## config.mk

```make
export PLATFORM = sky130hd
export DESIGN_NAME = canx_testmode_router
export DESIGN_NICKNAME = d
export VERILOG_FILES = /design/src/rtl/canx_pkg.sv /design/src/rtl/canx_rx_sync.sv /design/src/rtl/canx_test_reg.sv /design/src/rtl/canx_pin_mux.sv /design/src/rtl/canx_testmode_router.sv
export SDC_FILE = /design/constraint.sdc
export NUM_CORES = 1
export LEC_CHECK = 0
export BUFFER_PORTS_ARGS = -buffer_cell sky130_fd_sc_hd__buf_4
export CAP_MARGIN = 20
export CORE_AREA = 3 3 40 42
export CTS_CLUSTER_DIAMETER = 40
export DETAILED_ROUTE_END_ITERATION = 8
export DIE_AREA = 0 0 43 45
export PLACE_DENSITY = 0.76
export SKIP_LAST_GASP = 1
export SLEW_MARGIN = 25
export SYNTH_ARGS = -nofsm -noshare
export SYNTH_HDL_FRONTEND = slang
export SYNTH_SLANG_ARGS = --single-unit
```

## constraint.sdc

```tcl
create_clock -name clk -period 2.1 [get_ports clk]
set_input_delay 0.105 -clock clk [delete_from_list [all_inputs] [get_ports clk]]
set_output_delay 0.105 -clock clk [all_outputs]
set_load 0.01 [all_outputs]
```

## src/rtl/canx_pkg.sv

```systemverilog
package canx_pkg;

    localparam int REG_W      = 16;
    localparam int BIT_RXMON  = 7;
    localparam int TXSEL_LO   = 5;
    localparam int TXSEL_W    = 2;
    localparam int BIT_LPBK   = 4;
    localparam int BIT_SILENT = 3;
    localparam int BIT_BASIC  = 2;
    localparam int SYNC_DEPTH = 2;

    typedef enum logic [TXSEL_W-1:0] {
        TXS_CORE   = 2'b00,
        TXS_STROBE = 2'b01,
        TXS_DOM    = 2'b10,
        TXS_REC    = 2'b11
    } txsel_e;

    typedef struct packed {
        txsel_e txsel;
        logic   lpbk;
        logic   silent;
        logic   basic;
    } test_cfg_t;

    localparam test_cfg_t CFG_RESET = '{txsel: TXS_CORE, lpbk: 1'b0, silent: 1'b0, basic: 1'b0};

    function automatic test_cfg_t cfg_decode(input logic [REG_W-1:0] w);
        test_cfg_t c;
        c.txsel  = txsel_e'(w[TXSEL_LO +: TXSEL_W]);
        c.lpbk   = w[BIT_LPBK];
        c.silent = w[BIT_SILENT];
        c.basic  = w[BIT_BASIC];
        return c;
    endfunction

    function automatic logic [REG_W-1:0] cfg_encode(input test_cfg_t c, input logic rxmon);
        logic [REG_W-1:0] w;
        w = '0;
        w[BIT_RXMON]               = rxmon;
        w[TXSEL_LO +: TXSEL_W]     = c.txsel;
        w[BIT_LPBK]                = c.lpbk;
        w[BIT_SILENT]              = c.silent;
        w[BIT_BASIC]               = c.basic;
        return w;
    endfunction

endpackage

```

## src/rtl/canx_rx_sync.sv

```systemverilog
module canx_rx_sync #(
    parameter int   STAGES  = 2,
    parameter logic RST_VAL = 1'b1
) (
    input  logic clk,
    input  logic rst,
    input  logic d,
    output logic q
);
    logic [STAGES-1:0] chain;

    generate
        if (STAGES == 1) begin : g_single
            always_ff @(posedge clk) begin
                if (rst) chain <= RST_VAL;
                else     chain <= d;
            end
        end else begin : g_multi
            always_ff @(posedge clk) begin
                if (rst) chain <= {STAGES{RST_VAL}};
                else     chain <= {chain[STAGES-2:0], d};
            end
        end
    endgenerate

    assign q = chain[STAGES-1];
endmodule

```

## src/rtl/canx_test_reg.sv

```systemverilog
module canx_test_reg
    import canx_pkg::*;
(
    input  logic             clk,
    input  logic             rst,
    input  logic             test_en,
    input  logic             wr_stb,
    input  logic [REG_W-1:0] wdata,
    output test_cfg_t        cfg
);
    always_ff @(posedge clk) begin
        if (rst) begin
            cfg <= CFG_RESET;
        end else if (!test_en) begin
            cfg <= CFG_RESET;
        end else if (wr_stb) begin
            cfg <= cfg_decode(wdata);
        end
    end

    // an accepted write is visible on the next cycle unless test mode dropped
    a_r2_write_lands: assert property (@(posedge clk) disable iff (rst)
        (test_en && wr_stb) |=> (!$past(test_en) || cfg == cfg_decode($past(wdata))));

    // test-enable low clears every field
    a_r3_clear_when_off: assert property (@(posedge clk) disable iff (rst)
        (!test_en) |=> (cfg == CFG_RESET));
endmodule

```

## src/rtl/canx_pin_mux.sv

```systemverilog
module canx_pin_mux
    import canx_pkg::*;
(
    input  test_cfg_t cfg,
    input  logic      core_tx,
    input  logic      core_sample,
    input  logic      pin_rx,
    output logic      pin_tx,
    output logic      to_core_rx
);
    logic core_data;

    always_comb begin
        core_data = cfg.silent ? 1'b1 : core_tx;
        unique case (cfg.txsel)
            TXS_CORE:   pin_tx = core_data;
            TXS_STROBE: pin_tx = core_sample;
            TXS_DOM:    pin_tx = 1'b0;
            TXS_REC:    pin_tx = 1'b1;
            default:    pin_tx = 1'b1;
        endcase
        to_core_rx = cfg.lpbk ? core_tx : pin_rx;
    end
endmodule

```

## src/rtl/canx_testmode_router.sv

```systemverilog
module canx_testmode_router
    import canx_pkg::*;
(
    input  logic             clk,
    input  logic             rst,
    input  logic             test_en,
    input  logic             bus_sel,
    input  logic             bus_wr,
    input  logic [REG_W-1:0] bus_wdata,
    output logic [REG_W-1:0] bus_rdata,
    input  logic             core_tx,
    input  logic             core_sample,
    output logic             core_rx,
    output logic             can_tx,
    input  logic             can_rx,
    output logic             basic_mode
);
    test_cfg_t cfg;
    logic      rx_mon;
    logic      wr_stb;

    assign wr_stb = bus_sel && bus_wr;

    canx_test_reg u_reg (
        .clk     (clk),
        .rst     (rst),
        .test_en (test_en),
        .wr_stb  (wr_stb),
        .wdata   (bus_wdata),
        .cfg     (cfg)
    );

    canx_rx_sync #(.STAGES(SYNC_DEPTH), .RST_VAL(1'b1)) u_sync (
        .clk (clk),
        .rst (rst),
        .d   (can_rx),
        .q   (rx_mon)
    );

    canx_pin_mux u_mux (
        .cfg         (cfg),
        .core_tx     (core_tx),
        .core_sample (core_sample),
        .pin_rx      (can_rx),
        .pin_tx      (can_tx),
        .to_core_rx  (core_rx)
    );

    assign bus_rdata  = cfg_encode(cfg, rx_mon);
    assign basic_mode = cfg.basic;

    // cycles since reset, saturating, for the monitor latency check
    logic [1:0] age;
    always_ff @(posedge clk) begin
        if (rst)              age <= 2'd0;
        else if (age != 2'd2) age <= age + 2'd1;
    end

    // monitor bit lags the pin by two edges
    a_r8_rx_latency: assert property (@(posedge clk) disable iff (rst)
        (age == 2'd2) |-> (bus_rdata[BIT_RXMON] == $past(can_rx, 2)));

    // loopback feeds core transmit into core receive
    a_r5_loopback: assert property (@(posedge clk) disable iff (rst)
        (bus_rdata[BIT_LPBK]) |-> (core_rx == core_tx));

    // silent with core select keeps the pin recessive
    a_r6_silent_recessive: assert property (@(posedge clk) disable iff (rst)
        (bus_rdata[BIT_SILENT] && bus_rdata[TXSEL_LO +: TXSEL_W] == 2'b00) |-> can_tx);

    // forced dominant select drives the pin low
    a_r4_forced_dom: assert property (@(posedge clk) disable iff (rst)
        (bus_rdata[TXSEL_LO +: TXSEL_W] == 2'b10) |-> !can_tx);

    // flag tracks register bit
    a_r10_basic_flag: assert property (@(posedge clk) disable iff (rst)
        basic_mode == bus_rdata[BIT_BASIC]);
endmodule

```

==> results.py, run 1 <==
metrics = {
    "critical_path": {
        "cp-end-kind": "output port",
        "worstReg2RegStart": "u_reg.cfg[4]$_SDFFE_PP0P_",
        "crit_path_max_incr_delay_ps": 360,
        "reg2reg_to": "u_reg.cfg[4]$_SDFFE_PP0P_",
        "arrival_ps": 1080,
        "startpoint_type": "register",
        "r2r_slack_ps": 1320,
        "cp_num_buf_inv": 1,
        "critPathSlowestCell": "dfxtp_1",
        "cp_top_family": "flip-flops",
        "cp_max_fo": 3,
        "r2r_cells": 2,
        "critical_path_class": "register to output port",
        "cp.required_ps": 2000,
        "crit_chain": "mux2_2, buf_4",
    },
    "placed_design": {
        "place_area_um2": 500,
        "port_buffers": 21,
        "dp.final_hpwl_um": 635,
        "place_congestion": 0.692,
    },
    "run_status": {
        "status": "finished clean",
    },
    "pwr": {
        "max-vdd-ir-drop_mv": 0.209,
        "p_per_area_nw_per_um2": 596,
        "power_leakage_nw": 0.250,
    },
    "die": {
        "io_pins": 43,
        "die-width_um": 43,
        "fp.dieH_um": 45,
        "row_count": 13,
        "initial_core_util": 0.311,
        "fp.dieArea_um2": 1940,
        "fp.coreArea_um2": 1280,
    },
    "detailed_routing": {
        "drc_errors": 0,
        "dr.pass1.iters": 4,
        "ant_nets": 0,
        "drtIter0Drc": 5,
        "via_count": 332,
        "routed_wl_um": 826,
        "viasPerCell": 4.20,
        "routed_wire_length_per_instance_um": 10.5,
    },
    "global_route": {
        "grt_first_pass_wirelength_um": 1210,
        "grt_pass1_vias": 308,
        "grt_use_total": 0.0893,
        "grt_max_degree": 11,
        "grt_overflow": 0,
        "antenna_found_initial": 0,
    },
    "worst_hold_path": {
        "hold_class": "input pin to register",
        "hp-start": "can_rx",
        "whs_path_depth": 2,
        "hold_path_end": "u_sync.chain[0]$_SDFF_PP1_",
    },
    "synth": {
        "ys_types": 13,
        "ys_top_cells_by_area": "dfxtp_1 35%, buf_4 24%, a21bo_1 13%",
        "syn_inst": 44,
        "synth_warnings": 0,
        "netlist.area_leader.share": 0.351,
        "yosysSeqAreaShare": 0.351,
        "postSynthAreaPerCell_um2": 9.07,
        "yosysTopAreaCell": "dfxtp_1",
        "synth_seq_cells": 7,
        "netlist_area_um2": 399,
    },
    "cells_and_area": {
        "multi_input_area_um2": 184,
        "seq_area_um2": 140,
        "design_area_um2": 527,
        "syn_to_final_growth_pct": 32.0,
        "n_antenna_cell": 0,
        "n_fill_cell": 140,
        "layout-drive-gt1-share": 0.422,
        "num-nets-final": 89,
    },
    "clocking": {
        "hold_buffers": 0,
        "clk_latency_ps": 250,
        "cts_resized": 0,
        "h-tree-depth": 1,
        "cts_tree": "done",
        "clock-sinks": 7,
        "numCtsBuffers": 3,
        "cts_root_buf": "clkbuf_4",
        "post_cts_buffers": 0,
        "clk_path_buf_depth": 2,
        "path_clk_slew_ps": 60,
    },
    "timing": {
        "grt_setup_unrepaired": "false",
        "setup_viol": 0,
        "hold_viol_final": 0,
        "fin_tns_setup_ps": 0,
        "final-max-slew-violation-count": 0,
        "fin_crit_ps": 1190,
        "period_share": 0.566,
        "fmax_mhz": 842,
        "fin_skew_ps": 0.0140,
    },
    "job": {
        "maxCapViolCount": 0,
    },
}
==> worst register-to-register path: stages, from the launching register on <==
cell	delay, ps
dfxtp_1	370
a21bo_1	210
a21oi_1	130
==> report_power, final <==
group,internal (mW),leakage (nW),switching [mW]
Clock,0.0725,0.0150,0.0486
Combinational,0.0277,0.178,0.0265
Sequential,0.137,0.0571,0.00206
==> cells in the mapped netlist <==
library cell	n
o31ai_1	1
o21ai_0	1
buf_4	13
mux2_2	1
a21bo_1	5
buf_6	1
nand3_1	5
nor2_1	1
a21oi_1	5
conb_1	1
or2_2	2
dfxtp_1	7
nand2b_1	1
==> layout make-up <==
class | count | share of cell area
timing repair buffer | 21 | 0.299
multi-input combinational | 32 | 0.349
sequential | 7 | 0.266
clock buffer | 4 | 0.0499
tap | 15 | 0.0356
==> registers in the layout, summed over array words and instances (netlist names) <==
signal / count
u_reg.cfg: 5
u_sync.chain: 2
==> layout by cell type, fill, tap and decap left out, drive strengths merged <==
cell	Yosys	final
a21bo	5	5
a21oi	5	5
buf	14	21
clkbuf	0	4
conb	1	10
dfxtp	7	7
mux2	1	1
nand2b	1	1
nand3	5	5
nor2	1	1
o21ai	1	1
o31ai	1	1
or2	2	2
==> routing by layer <==
layer | vias up | global-route usage | wire, um
met3 | 0 | 0.0558 | 114
met4 | 0 | 0.0542 | 0
met5 | - | 0 | 0
met2 | 19 | 0.144 | 388
met1 | 146 | 0.0874 | 324
li1 | 167 | - | -
==> worst max-delay path by stage <==
stage	startpoint	endpoint	slack, ps	depth (start not counted)
after global routing	u_reg.cfg[2]$_SDFFE_PP0P_	core_rx	870	2
final	u_reg.cfg[2]$_SDFFE_PP0P_	core_rx	910	2
after CTS	u_reg.cfg[2]$_SDFFE_PP0P_	core_rx	900	2
after global placement	u_reg.cfg[2]$_SDFFE_PP0P_	core_rx	1190	2
after floorplan	u_reg.cfg[1]$_SDFFE_PP0P_	can_tx	1230	2
after detailed placement	u_reg.cfg[2]$_SDFFE_PP0P_	core_rx	1190	2
==> cell families (layout without fill, tap and decap cells) <==
logic type	count (synthesis)	count (layout)	share of synthesized area
other	1	10	0.00940
flip-flops	7	7	0.351
multiplexers	1	1	0.0282
AO/OA/AOI/OAI	12	12	0.219
buffers and inverters	14	25	0.273
AND/OR/NAND/NOR	9	9	0.119
==> per-stage QoR <==
stage               hold slack [ps]  setup slack (ps)  power (mW)  std cells  utilization
floorplan                       209              1230       0.185         53            -
global placement                307              1190       0.195         75        0.389
detailed placement              308              1190       0.196         75        0.389
CTS                            45.1               903       0.319         79        0.410
global route                   46.3               873       0.330         79        0.410
finish                         49.9               912       0.314         79        0.410
Note: power is estimated with default switching activity, not from simulation.
==> inputs of run 2 (changes only) <==
Settings changed: ABC_AREA from default to 1, PLACE_DENSITY 0.76 to 0.75.
Clock period 2.1 ns to 1.2 ns, I/O delays scaled along.
==> results.py, run 2 <==
metrics = {
    "run_status": {
        "status": "finished clean",
    },
    "cells_and_area": {
        "final_cell_mix": "21 x buf_4, 14 x nand2_1, 11 x nor2_1, 10 x conb_1, 7 x dfxtp_1",
        "multi_input_area_um2": 171,
        "reg.largest.list": "u_reg.cfg: 5 flops, u_sync.chain: 2 flops",
        "seq_area_um2": 140,
        "n_antenna_cell": 0,
        "largest-register": "u_reg.cfg",
        "layout-drive-gt1-share": 0.350,
        "largest_reg_flops": 5,
        "syn_to_final_growth_pct": 40.1,
        "n_fill_cell": 134,
        "final_common_cell": "buf_4",
        "num-nets-final": 105,
    },
    "clocking": {
        "path_clk_slew_ps": 50,
        "clock-sinks": 7,
        "h-tree-depth": 1,
        "post_cts_buffers": 0,
        "cts_root_buf": "clkbuf_4",
        "clk_path_buf_depth": 2,
        "cts_tree": "done",
        "clk_latency_ps": 250,
        "numCtsBuffers": 3,
    },
    "pwr": {
        "max-vdd-ir-drop_mv": 0.549,
        "power_leakage_nw": 0.307,
        "p_per_area_nw_per_um2": 1050,
    },
    "critical_path": {
        "arrival_ps": 990,
        "crit_path_max_incr_delay_ps": 540,
        "critPathSlowestCell": "dlygate4sd3_1",
        "cp.required_ps": 1140,
        "startpoint_type": "input pin",
        "critical_path_class": "input pin to output port",
        "cp_max_fo": 2,
        "crit_chain": "dlygate4sd3_1, buf_4, nand2_1, nand2_1, buf_4",
        "cp-end-kind": "output port",
    },
    "die": {
        "io_pins": 43,
        "initial_core_util": 0.304,
        "die-width_um": 43,
        "fp.dieArea_um2": 1940,
        "row_count": 13,
        "fp.dieH_um": 45,
        "fp.coreArea_um2": 1280,
    },
    "global_route": {
        "met3_usage": 0.0637,
        "grt_first_pass_wirelength_um": 1240,
        "met1_usage": 0.0998,
        "grt_use_total": 0.0911,
        "grt_pass1_vias": 301,
        "grt_util_met2": 0.138,
        "busiest_layer": "met2",
        "antenna_found_initial": 0,
        "grt_max_degree": 11,
        "grt_overflow": 0,
    },
    "detailed_routing": {
        "drtIter0Drc": 13,
        "ant_nets": 0,
        "routed_wl_um": 795,
        "drc_errors": 0,
        "viasPerCell": 3.78,
        "dr.pass1.iters": 6,
        "routed_wire_length_per_instance_um": 8.37,
        "via_count": 359,
    },
    "timing": {
        "hold_viol_final": 0,
        "fin_tns_setup_ps": 0,
        "final-max-slew-violation-count": 0,
        "fin_ws_ps": 148,
        "fmax_mhz": 951,
        "setup_viol": 0,
        "period_share": 0.877,
        "fin_skew_ps": 0.0435,
        "fin_crit_ps": 1050,
        "grt_setup_unrepaired": "false",
        "whs_ps": 29.6,
    },
    "synth": {
        "ys.flop_type": "dfxtp_1",
        "yosysTopAreaCell": "dfxtp_1",
        "synth_seq_cells": 7,
        "yosysMostFrequentCell": "nand2_1",
        "postSynthAreaPerCell_um2": 6.85,
        "yosysSeqAreaShare": 0.359,
        "syn_inst": 57,
        "synth_edf_count": 0,
        "synthArstFlopShare": 0,
        "ys_top_cells_by_area": "dfxtp_1 36%, buf_4 23%, nand2_1 13%",
        "synth_warnings": 0,
        "netlist.area_leader.share": 0.359,
        "netlist_area_um2": 390,
        "synth_common_cells": "14 x nand2_1, 12 x buf_4, 11 x nor2_1",
        "ys_types": 10,
    },
    "placed_design": {
        "dpl_worst_slack_ps": 445,
        "port_buffers": 21,
        "dp.final_hpwl_um": 596,
        "place_congestion": 0.656,
    },
    "job": {
        "maxCapViolCount": 0,
    },
    "worst_hold_path": {
        "hold_class": "input pin to register",
    },
}
[run 2: report_power, final]
group          switching, mW  internal, mW  leakage, nW  total (mW)
logic                 0.0549        0.0557        0.235       0.111
registers            0.00512         0.242       0.0573       0.247
clock network         0.0874         0.127       0.0150       0.214
[run 2: worst paths after layout]
check / start / end / slack [ps] / cells after the start
max: can_rx / core_rx / 150 / 5
min: rst / u_sync.chain[1]$_SDFF_PP1_ / 30 / 2
min reg2reg: u_sync.chain[0]$_SDFF_PP1_ / u_sync.chain[1]$_SDFF_PP1_ / 410 / 1
max reg2reg: u_sync.chain[0]$_SDFF_PP1_ / u_sync.chain[1]$_SDFF_PP1_ / 540 / 1
[run 2: final cells by class]
| type | count | share of cell area |
|---|---|---|
| sequential | 7 | 0.256 |
| clock buffer | 4 | 0.0481 |
| multi-input combinational | 41 | 0.314 |
| inverter | 6 | 0.0412 |
| timing repair buffer | 22 | 0.307 |
| tap | 15 | 0.0343 |
[run 2: cell families (layout without fill, tap and decap cells)]
group / count (synthesis) / count (layout) / synth area share
simple gates: 29 / 29 / 0.317
buf+inv: 18 / 32 / 0.288
flops: 7 / 7 / 0.359
compound gates: 2 / 2 / 0.0256
other cells: 1 / 10 / 0.00961
[run 2: through the flow]
stage                     std cells  instance area [um2]  utilization  power (mW)
after CTS                        95                  547        0.426       0.581
after detailed placement         90                  510        0.397       0.359
after floorplan                  66                  424            -       0.328
after global routing             95                  547        0.426       0.604
final                            95                  547        0.426       0.572
after global placement           90                  510        0.397       0.357
[run 2: metal layers]
layer  up-vias  wire, um  part of all wire
li1        191         -                 -
met1       142       295              0.37
met2        24       367              0.46
met3         2       127              0.16
met4         0         5            0.0063
met5         -         0                 0
[run 2: repair_timing]
| item | 4_1_cts | 5_1_grt |
|---|---|---|
| endpoints found under the hold margin | 1 | 0 |
| endpoints found under the setup margin | 0 | 0 |
| resized for setup | 0 | 0 |
| hold buffers | 1 | 0 |
[run 2: worst max-delay path: cells and delay by family]
| family | cells | cell delay [ps] |
|---|---|---|
| buffers and inverters | 3 | 820 |
| and+or+nand+nor | 2 | 120 |
